[config.mk]
export PLATFORM = sky130hd
export DESIGN_NAME = cds_adc_ctrl
export DESIGN_NICKNAME = d
export VERILOG_FILES = /design/src/rtl/cds_pkg.sv /design/src/rtl/cds_cfg_loader.sv /design/src/rtl/cds_quad_clk.sv /design/src/rtl/cds_byte_merge.sv /design/src/rtl/cds_adc_ctrl.sv
export SDC_FILE = /design/constraint.sdc
export NUM_CORES = 1
export LEC_CHECK = 0
export BUFFER_PORTS_ARGS = -buffer_cell sky130_fd_sc_hd__buf_2
export CORE_MARGIN = 8
export CORE_UTILIZATION = 35
export DETAILED_ROUTE_END_ITERATION = 12
export PLACE_DENSITY = 0.65
export SYNTH_ARGS = -nofsm -noshare
export SYNTH_HDL_FRONTEND = slang
export SYNTH_SLANG_ARGS = --single-unit
[constraint.sdc]
create_clock -name clk -period 2.65 [get_ports clk]
set_input_delay 0.3975 -clock clk [delete_from_list [all_inputs] [get_ports clk]]
set_output_delay 0.3975 -clock clk [all_outputs]
set_load 0.01 [all_outputs]
[src/rtl/cds_pkg.sv]
package cds_pkg;

    localparam int unsigned FRAME_BITS = 16;

    typedef logic [FRAME_BITS-1:0] cfg_word_t;

    typedef enum logic [1:0] {
        LD_GAP   = 2'd0,
        LD_FRAME = 2'd1,
        LD_DONE  = 2'd2
    } ld_state_e;

    typedef struct packed {
        logic [7:0] hi;
        logic [7:0] lo;
    } pix_word_t;

    typedef struct packed {
        logic lvl;
        logic conv;
    } qclk_t;

    function automatic int unsigned max_u(input int unsigned a, input int unsigned b);
        return (a > b) ? a : b;
    endfunction

endpackage

[src/rtl/cds_cfg_loader.sv]
module cds_cfg_loader
    import cds_pkg::*;
#(
    parameter int unsigned NUM_REGS  = 4,
    parameter int unsigned SCLK_HALF = 2,
    parameter int unsigned GAP_LEN   = 4,
    parameter logic [NUM_REGS*FRAME_BITS-1:0] CFG_TABLE = '0
) (
    input  logic clk,
    input  logic rst,
    output logic ser_clk,
    output logic ser_load,
    output logic ser_data,
    output logic done
);

    localparam int unsigned BIT_PH = 2 * SCLK_HALF;
    localparam int unsigned PH_MAX = max_u(BIT_PH, GAP_LEN);
    localparam int unsigned PH_W   = $clog2(PH_MAX + 1);
    localparam int unsigned IDX_W  = $clog2(NUM_REGS + 1);
    localparam int unsigned BIT_W  = $clog2(FRAME_BITS);

    ld_state_e        state;
    logic [PH_W-1:0]  ph;
    logic [BIT_W-1:0] bit_idx;
    logic [IDX_W-1:0] idx;
    cfg_word_t        cur_word;

    always_comb begin
        cur_word = '0;
        for (int k = 0; k < NUM_REGS; k++) begin
            if (idx == IDX_W'(k)) cur_word = CFG_TABLE[k*FRAME_BITS +: FRAME_BITS];
        end
    end

    always_ff @(posedge clk) begin
        if (rst) begin
            state   <= LD_GAP;
            ph      <= '0;
            bit_idx <= '0;
            idx     <= '0;
            done    <= 1'b0;
        end else begin
            case (state)
                LD_GAP: begin
                    if (ph == PH_W'(GAP_LEN - 1)) begin
                        ph <= '0;
                        if (idx == IDX_W'(NUM_REGS)) begin
                            state <= LD_DONE;
                            done  <= 1'b1;
                        end else begin
                            state   <= LD_FRAME;
                            bit_idx <= '0;
                        end
                    end else begin
                        ph <= ph + 1'b1;
                    end
                end
                LD_FRAME: begin
                    if (ph == PH_W'(BIT_PH - 1)) begin
                        ph <= '0;
                        if (bit_idx == BIT_W'(FRAME_BITS - 1)) begin
                            state <= LD_GAP;
                            idx   <= idx + 1'b1;
                        end else begin
                            bit_idx <= bit_idx + 1'b1;
                        end
                    end else begin
                        ph <= ph + 1'b1;
                    end
                end
                default: begin
                    state <= LD_DONE;
                end
            endcase
        end
    end

    // Serial clock is low for the first half of every bit slot; the bit
    // index advances together with the falling edge at the slot end.
    assign ser_clk  = (state == LD_FRAME) && (ph >= PH_W'(SCLK_HALF));
    assign ser_load = (state != LD_FRAME);
    assign ser_data = (state == LD_FRAME) ? cur_word[BIT_W'(FRAME_BITS - 1) - bit_idx] : 1'b0;

endmodule

[src/rtl/cds_quad_clk.sv]
module cds_quad_clk
    import cds_pkg::*;
#(
    parameter int unsigned PERIOD = 100
) (
    input  logic  clk,
    input  logic  rst,
    input  logic  en,
    output qclk_t qclk
);

    localparam int unsigned CNT_W   = $clog2(PERIOD);
    localparam int unsigned HALF    = PERIOD / 2;
    localparam int unsigned QUARTER = PERIOD / 4;

    logic [CNT_W-1:0] cnt;
    logic [CNT_W-1:0] cnt_lag;

    always_comb begin
        if (cnt >= CNT_W'(QUARTER)) cnt_lag = cnt - CNT_W'(QUARTER);
        else                        cnt_lag = cnt + CNT_W'(PERIOD - QUARTER);
    end

    always_ff @(posedge clk) begin
        if (rst) begin
            cnt  <= '0;
            qclk <= '0;
        end else if (en) begin
            cnt       <= (cnt == CNT_W'(PERIOD - 1)) ? '0 : cnt + 1'b1;
            qclk.lvl  <= (cnt < CNT_W'(HALF));
            qclk.conv <= (cnt_lag < CNT_W'(HALF));
        end
    end

endmodule

[src/rtl/cds_byte_merge.sv]
module cds_byte_merge
    import cds_pkg::*;
(
    input  logic       clk,
    input  logic       rst,
    input  logic       conv_clk,
    input  logic [7:0] byte_i,
    output pix_word_t  word_o,
    output logic       valid_o
);

    logic       conv_prev;
    logic       have_hi;
    logic       lo_ready;
    pix_word_t  stage;

    always_ff @(posedge clk) begin
        if (rst) begin
            conv_prev <= 1'b0;
            have_hi   <= 1'b0;
            lo_ready  <= 1'b0;
            stage     <= '0;
            word_o    <= '0;
            valid_o   <= 1'b0;
        end else begin
            conv_prev <= conv_clk;
            lo_ready  <= 1'b0;
            valid_o   <= 1'b0;
            if (conv_clk && !conv_prev) begin
                stage.hi <= byte_i;
                have_hi  <= 1'b1;
            end
            if (!conv_clk && conv_prev && have_hi) begin
                stage.lo <= byte_i;
                lo_ready <= 1'b1;
                have_hi  <= 1'b0;
            end
            if (lo_ready) begin
                word_o  <= stage;
                valid_o <= 1'b1;
            end
        end
    end

endmodule

[src/rtl/cds_adc_ctrl.sv]
module cds_adc_ctrl
    import cds_pkg::*;
#(
    parameter int unsigned NUM_REGS  = 4,
    parameter int unsigned SCLK_HALF = 2,
    parameter int unsigned GAP_LEN   = 4,
    parameter int unsigned PERIOD    = 100,
    parameter logic [NUM_REGS*16-1:0] CFG_TABLE = 64'h00C8_2F10_4A07_9003
) (
    input  logic        clk,
    input  logic        rst,
    input  logic [7:0]  adc_byte_i,
    output logic        ser_clk_o,
    output logic        ser_load_o,
    output logic        ser_data_o,
    output logic        cfg_done_o,
    output logic        lvl_smp_clk_o,
    output logic        conv_clk_o,
    output logic [15:0] pix_data_o,
    output logic        pix_valid_o
);

    qclk_t     qclk;
    pix_word_t word;

    cds_cfg_loader #(
        .NUM_REGS  (NUM_REGS),
        .SCLK_HALF (SCLK_HALF),
        .GAP_LEN   (GAP_LEN),
        .CFG_TABLE (CFG_TABLE)
    ) i_loader (
        .clk      (clk),
        .rst      (rst),
        .ser_clk  (ser_clk_o),
        .ser_load (ser_load_o),
        .ser_data (ser_data_o),
        .done     (cfg_done_o)
    );

    cds_quad_clk #(
        .PERIOD (PERIOD)
    ) i_quad (
        .clk  (clk),
        .rst  (rst),
        .en   (cfg_done_o),
        .qclk (qclk)
    );

    cds_byte_merge i_merge (
        .clk      (clk),
        .rst      (rst),
        .conv_clk (qclk.conv),
        .byte_i   (adc_byte_i),
        .word_o   (word),
        .valid_o  (pix_valid_o)
    );

    assign lvl_smp_clk_o = qclk.lvl;
    assign conv_clk_o    = qclk.conv;
    assign pix_data_o    = word;

endmodule

# Yosys cells after proc, flatten, opt, wreduce, memory -nomap -nowiden

Index checks and enable logic that the tools add are counted.

Bits in registers: 58
Output and inout bits: 23

Multiplexer cells: 22
Add/sub/neg operators: 7
$lt $le $gt $ge: 5
Equality and inequality tests: 14
Reductions and logical operators: 15

Operators by type and width:

| operator            | number |
|---|---|
| $mux 16             | 4 |
| $mux 4              | 4 |
| $lt 7x6->1 const B  | 2 |
| $mux 7              | 2 |
| $eq 3x2->1 const B  | 3 |
| $reduce_and 3->1    | 3 |
| $mux 2              | 4 |
| $ne 2x1->1 const B  | 4 |
| $pmux 4 s2          | 1 |
| $add 7x1->7 const B | 1 |
| $add 7x7->7 const B | 1 |
| $eq 7x7->1 const B  | 1 |
| $ge 7x5->1 const B  | 1 |
| $sub 7x5->7 const B | 1 |
| $add 3x1->3 const B | 2 |
| $lt 4x5->1 const B  | 1 |
| $reduce_and 5->1    | 1 |
| $add 4x1->4 const B | 1 |
| $bmux 1 s4          | 1 |
| $eq 4x4->1 const B  | 1 |
| $logic_and 1x1->1   | 4 |
| $mux 1              | 4 |
| $ne 2x2->1 const B  | 2 |
| $pmux 2 s2          | 1 |
| other kinds (11)    | 13 |

# Longest topological paths before layout

Depth in word-level cells: 8
Depth in mapped cells: 7
Depth with buffers taken out: 6

# Modules after synthesis

A second synthesis with hierarchy kept.

Cell total of the unflattened synthesis: 297
Area, all modules: 2,722.6 µm²

By module, submodules not included:

| module         | seq. area each (µm²) | area each (µm²) | cells an instance | instances |
|---|---|---|---|---|
| cds_byte_merge | 720.7                | 1,305.0         | 135               | 1 |
| cds_cfg_loader | 260.2                | 874.6           | 99                | 1 |
| cds_quad_clk   | 180.2                | 543.0           | 63                | 1 |

# Worst setup path before layout

OpenSTA, ideal clock, no wires.

Path kind: reg-to-output
Start: reg i_loader.idx[0]
End: out ser_data_o
Stages on the path, launching flop included: 7
Arrival: 1.569 ns
Data required time: 2.253 ns
Setup slack: 0.684 ns
Cell sequence: dfxtp_1 -> ha_1 -> ha_1 -> and4bb_2 -> a2111oi_0 -> a311oi_1 -> and3_1

Cells in the longest elaborated chain, start to end: 8
Elaborated cells between the ends (all ways): 11

RTL lines:

| item                           | RTL line             | source |
|---|---|---|
| start: declaration             | cds_cfg_loader.sv:26 | `logic [IDX_W-1:0] idx;` |
| start signal: assignment       | cds_cfg_loader.sv:64 | `idx <= idx + 1'b1;` |
| $logic_not 3->1                | cds_cfg_loader.sv:32 | `if (idx == IDX_W'(k)) cur_word = CFG_TABLE[k*FRAME_BITS +: FRAME_BITS];` |
| $mux 16 (3 in series)          | cds_cfg_loader.sv:32 |  |
| $mux 16 *                      | cds_cfg_loader.sv:32 |  |
| $bmux 1 s4 *                   | cds_cfg_loader.sv:83 | `assign ser_data = (state == LD_FRAME) ? cur_word[BIT_W'(FRAME_BITS - 1) - bit_idx] : 1'b0;` |
| $mux 1 (not written as such) * | cds_cfg_loader.sv:83 |  |
| $mux 1 *                       | cds_cfg_loader.sv:83 |  |
| end: declaration               | cds_adc_ctrl.sv:15   | `output logic ser_data_o,` |

Every way passes the cells marked *; elsewhere a longest branch is shown, timed or not. The select of a mux whose other input is x is not followed.

# Final worst setup path

Start: reg i_loader.idx[1]
End: out ser_data_o

The elaborated chain is that of the path after synthesis.

==> flow_summary_export.csv <==
group,metric,value,unit
timing,period_minus_slack,2.495,ns
cts,ctsHoldBuffers,0,
grt,grt_start_max_net_pins,39,
worst_setup_path,crit_slowest_cell,"a2111oi_2",
cells_and_area,nets,339,
logic_synthesis,synth-edff-count,0,
die,start_util,35.30,%
logic_synthesis,synthTopCellsByArea,"dfxtp_1, mux2i_1, nor2_1",
worst_setup_path,timing.reg2reg.setup_slack,0.70,ns
timing,hold_viol_final,0,
cts,cts_tree,"yes",
die,die_h,103.4,um
logic_synthesis,netlist_area,2671,um^2
logic_synthesis,synth.net_count,311,
die,dieArea,10680,um^2
timing,finalClockSkew,0.006102,ns
place,place_congestion,0.8020,
logic_synthesis,synth_top_area_share,43.47,%
cts,cts-buffers-inserted,9,
logic_synthesis,ys.warnings.count,0,
logic_synthesis,yosysSeqAreaShare,43.47,%
logic_synthesis,avgSynthCellArea,9.211,um^2
die,core_area,7567,um^2
cells_and_area,area.growth.synth_to_final,17.00,%
drt,drt-vias-per-instance,4.847,
die,die_x,103.4,um
timing,setup_viol,0,
worst_setup_path,cp_common_cell,"ha_1",
timing,setup_tns,0,ns
worst_setup_path,worstSetupPathType,"register to output port",
power,peakVddDrop,0.2552,mV
die,boundaryPins,33,
timing,drv_slew,0,
grt,grt_pass1_wl,9342,um
timing,max_freq,400.7,MHz
grt,grt_pass1_vias,2079,
grt,grt.total_usage,11.01,%
drt,routed_wl,5495,um
logic_synthesis,yosysMostFrequentCell,"dfxtp_1",
cts,cts-root-buf,"clkbuf_8",
drt,wl_per_cell,12.93,um
logic_synthesis,async_flop_share,0,%
drt,drc,0,
drt,ant_nets,0,
drt,drt_iter0_drc,124,
grt,antenna_found_initial,0,
timing,rsz0062_at_grt,"false",
cts,clock_path_buffers,2,
place,hpwl,3800,um
cells_and_area,drive_gt1_share,19.20,%
worst_setup_path,cp-start-kind,"register",
cells_and_area,antenna_cells,0,
die,rows,32,
logic_synthesis,ys_ff_latch,58,
grt,grt.overflow.total,0,
cts,cts_resized,0,
timing,relSlewSlack,57.74,%
run_status,status,"finished clean",
cells_and_area,finalInstanceArea,3126,um^2
cts,postCtsSetupBuffers,0,
timing,worst_pin_slew,0.6320,ns
logic_synthesis,netlist_instances,290,
place,place_area,2885,um^2
worst_setup_path,crit_chain,"ha_1 -> ha_1 -> and4bb_2 -> a2111oi_2 -> a311oi_1 -> and3_1 -> buf_2",
cts,clock_latency,0.33,ns
worst_setup_path,endpoint_kind,"output port",
logic_synthesis,synth_flop_cell,"dfxtp_1",
min_path,min_path_type,"primary input to register",
worst_setup_path,critPathRequiredTime,2.25,ns
worst_setup_path,cp_max_fo,4,
place,io_buffers,32,
flow_run,drv_cap,0,
power,p_per_area,599.3,nW/um^2
logic_synthesis,synth.distinct_cells,46,
logic_synthesis,synth_top_area_cell,"dfxtp_1",
worst_setup_path,crit_arrival,2.10,ns
power,p_leak,1.220,nW
logic_synthesis,synth_common_cells,"dfxtp_1, nor2_1, mux2i_1",
cts,clock-sinks,58,
worst_setup_path,cpPeakStageDelay,0.38,ns
timing,period_share,94.17,%
cts,clkSlewWorstSetupHoldPaths,0.07,ns
drt,vias,2060,
cts,cts.htree.levels,3,
drt,first_pass_iters,4,
[state kept, by name, indices dropped and copies added, names as in the netlist, 2 cells and up]
name / flops
i_merge.stage: 16
i_merge.word_o: 16
i_quad.cnt: 7
i_loader.bit_idx: 4
i_loader.idx: 3
i_loader.ph: 3
i_loader.state: 2
i_quad.qclk: 2
[critical path, delay by kind of cell, from the launching register on]
family | cells | cell delay [ns]
AO/OA/AOI/OAI | 2 | 0.46
adder cells (fa/ha/maj) | 2 | 0.37
AND/OR/NAND/NOR | 2 | 0.44
flip-flops | 1 | 0.37
buffers and inverters | 1 | 0.13
[worst paths after layout]
path	end	depth (start not counted)	start
max reg2reg	i_quad.qclk[0]	6	i_quad.cnt[1]
max	ser_data_o	7	i_loader.idx[1]
min reg2reg	i_merge.valid_o	1	i_merge.lo_ready
min	i_merge.stage[2]	3	adc_byte_i[2]
[cells by family after synthesis]
group	after synthesis	share of synthesized area, %
AOI/OAI and AO/OA	41	10.26
muxes	35	13.11
buffers and inverters	32	5.574
adders and majority gates	11	5.152
xor gates and xnor gates	8	2.623
and+or+nand+nor	105	19.81
DFF	58	43.47
[layout by cell type, fill, tap and decap left out, drive strengths merged, types with 3 or more instances in the layout]
cell,n
dfxtp,58
o21ai,8
nand3,3
ha,11
nor3,6
clkbuf,10
nor3b,4
nand4,3
o211ai,3
nand2b,3
or3,4
xnor2,5
buf,35
a311oi,3
mux2i,35
a21oi,15
nand2,9
nor2b,8
nor2,57
xor2,3
inv,15
[report_power, final]
group	internal, W	switching [W]	total (W)
logic	0.0000260	0.0000405	0.0000665
registers	0.000878	0.00000883	0.000887
clock network	0.000556	0.000364	0.000920
total	0.00146	0.000413	0.00187
[through the flow]
step / util, % / setup slack, ns / instances / power [W] / hold WS, ns
global placement: 38.13 / 0.5256 / 409 / 0.0009719 / 0.4482
finish: 41.30 / 0.1546 / 425 / 0.001873 / 0.3177
CTS: 41.12 / 0.01910 / 425 / 0.001899 / 0.3032
floorplan: - / 0.6837 / 290 / 0.0009498 / 0.4464
detailed placement: 38.13 / 0.3933 / 409 / 0.0009736 / 0.4512
global route: 41.30 / 0.02080 / 425 / 0.001948 / 0.3172
[layer usage]
metal	wire length (um)	share of wire [%]	up-vias	global-route usage (%)
li1	-	-	1049	-
met5	0	0	-	0
met2	2567	47	31	17.70
met1	2562	47	969	12.50
met4	88	1.6	0	5.784
met3	276	5.0	11	4.016
[layout make-up]
cell class | instances | area, um^2
inverters | 14 | 52.55
clock buffers | 10 | 137.6
repair buffers | 35 | 182.7
fillers | 777 | 4442
flip-flops and latches | 58 | 1162
multi-input cells | 200 | 1374
clock inverters | 6 | 88.84
well taps | 102 | 127.6
Power figures use the tool's default switching activity.
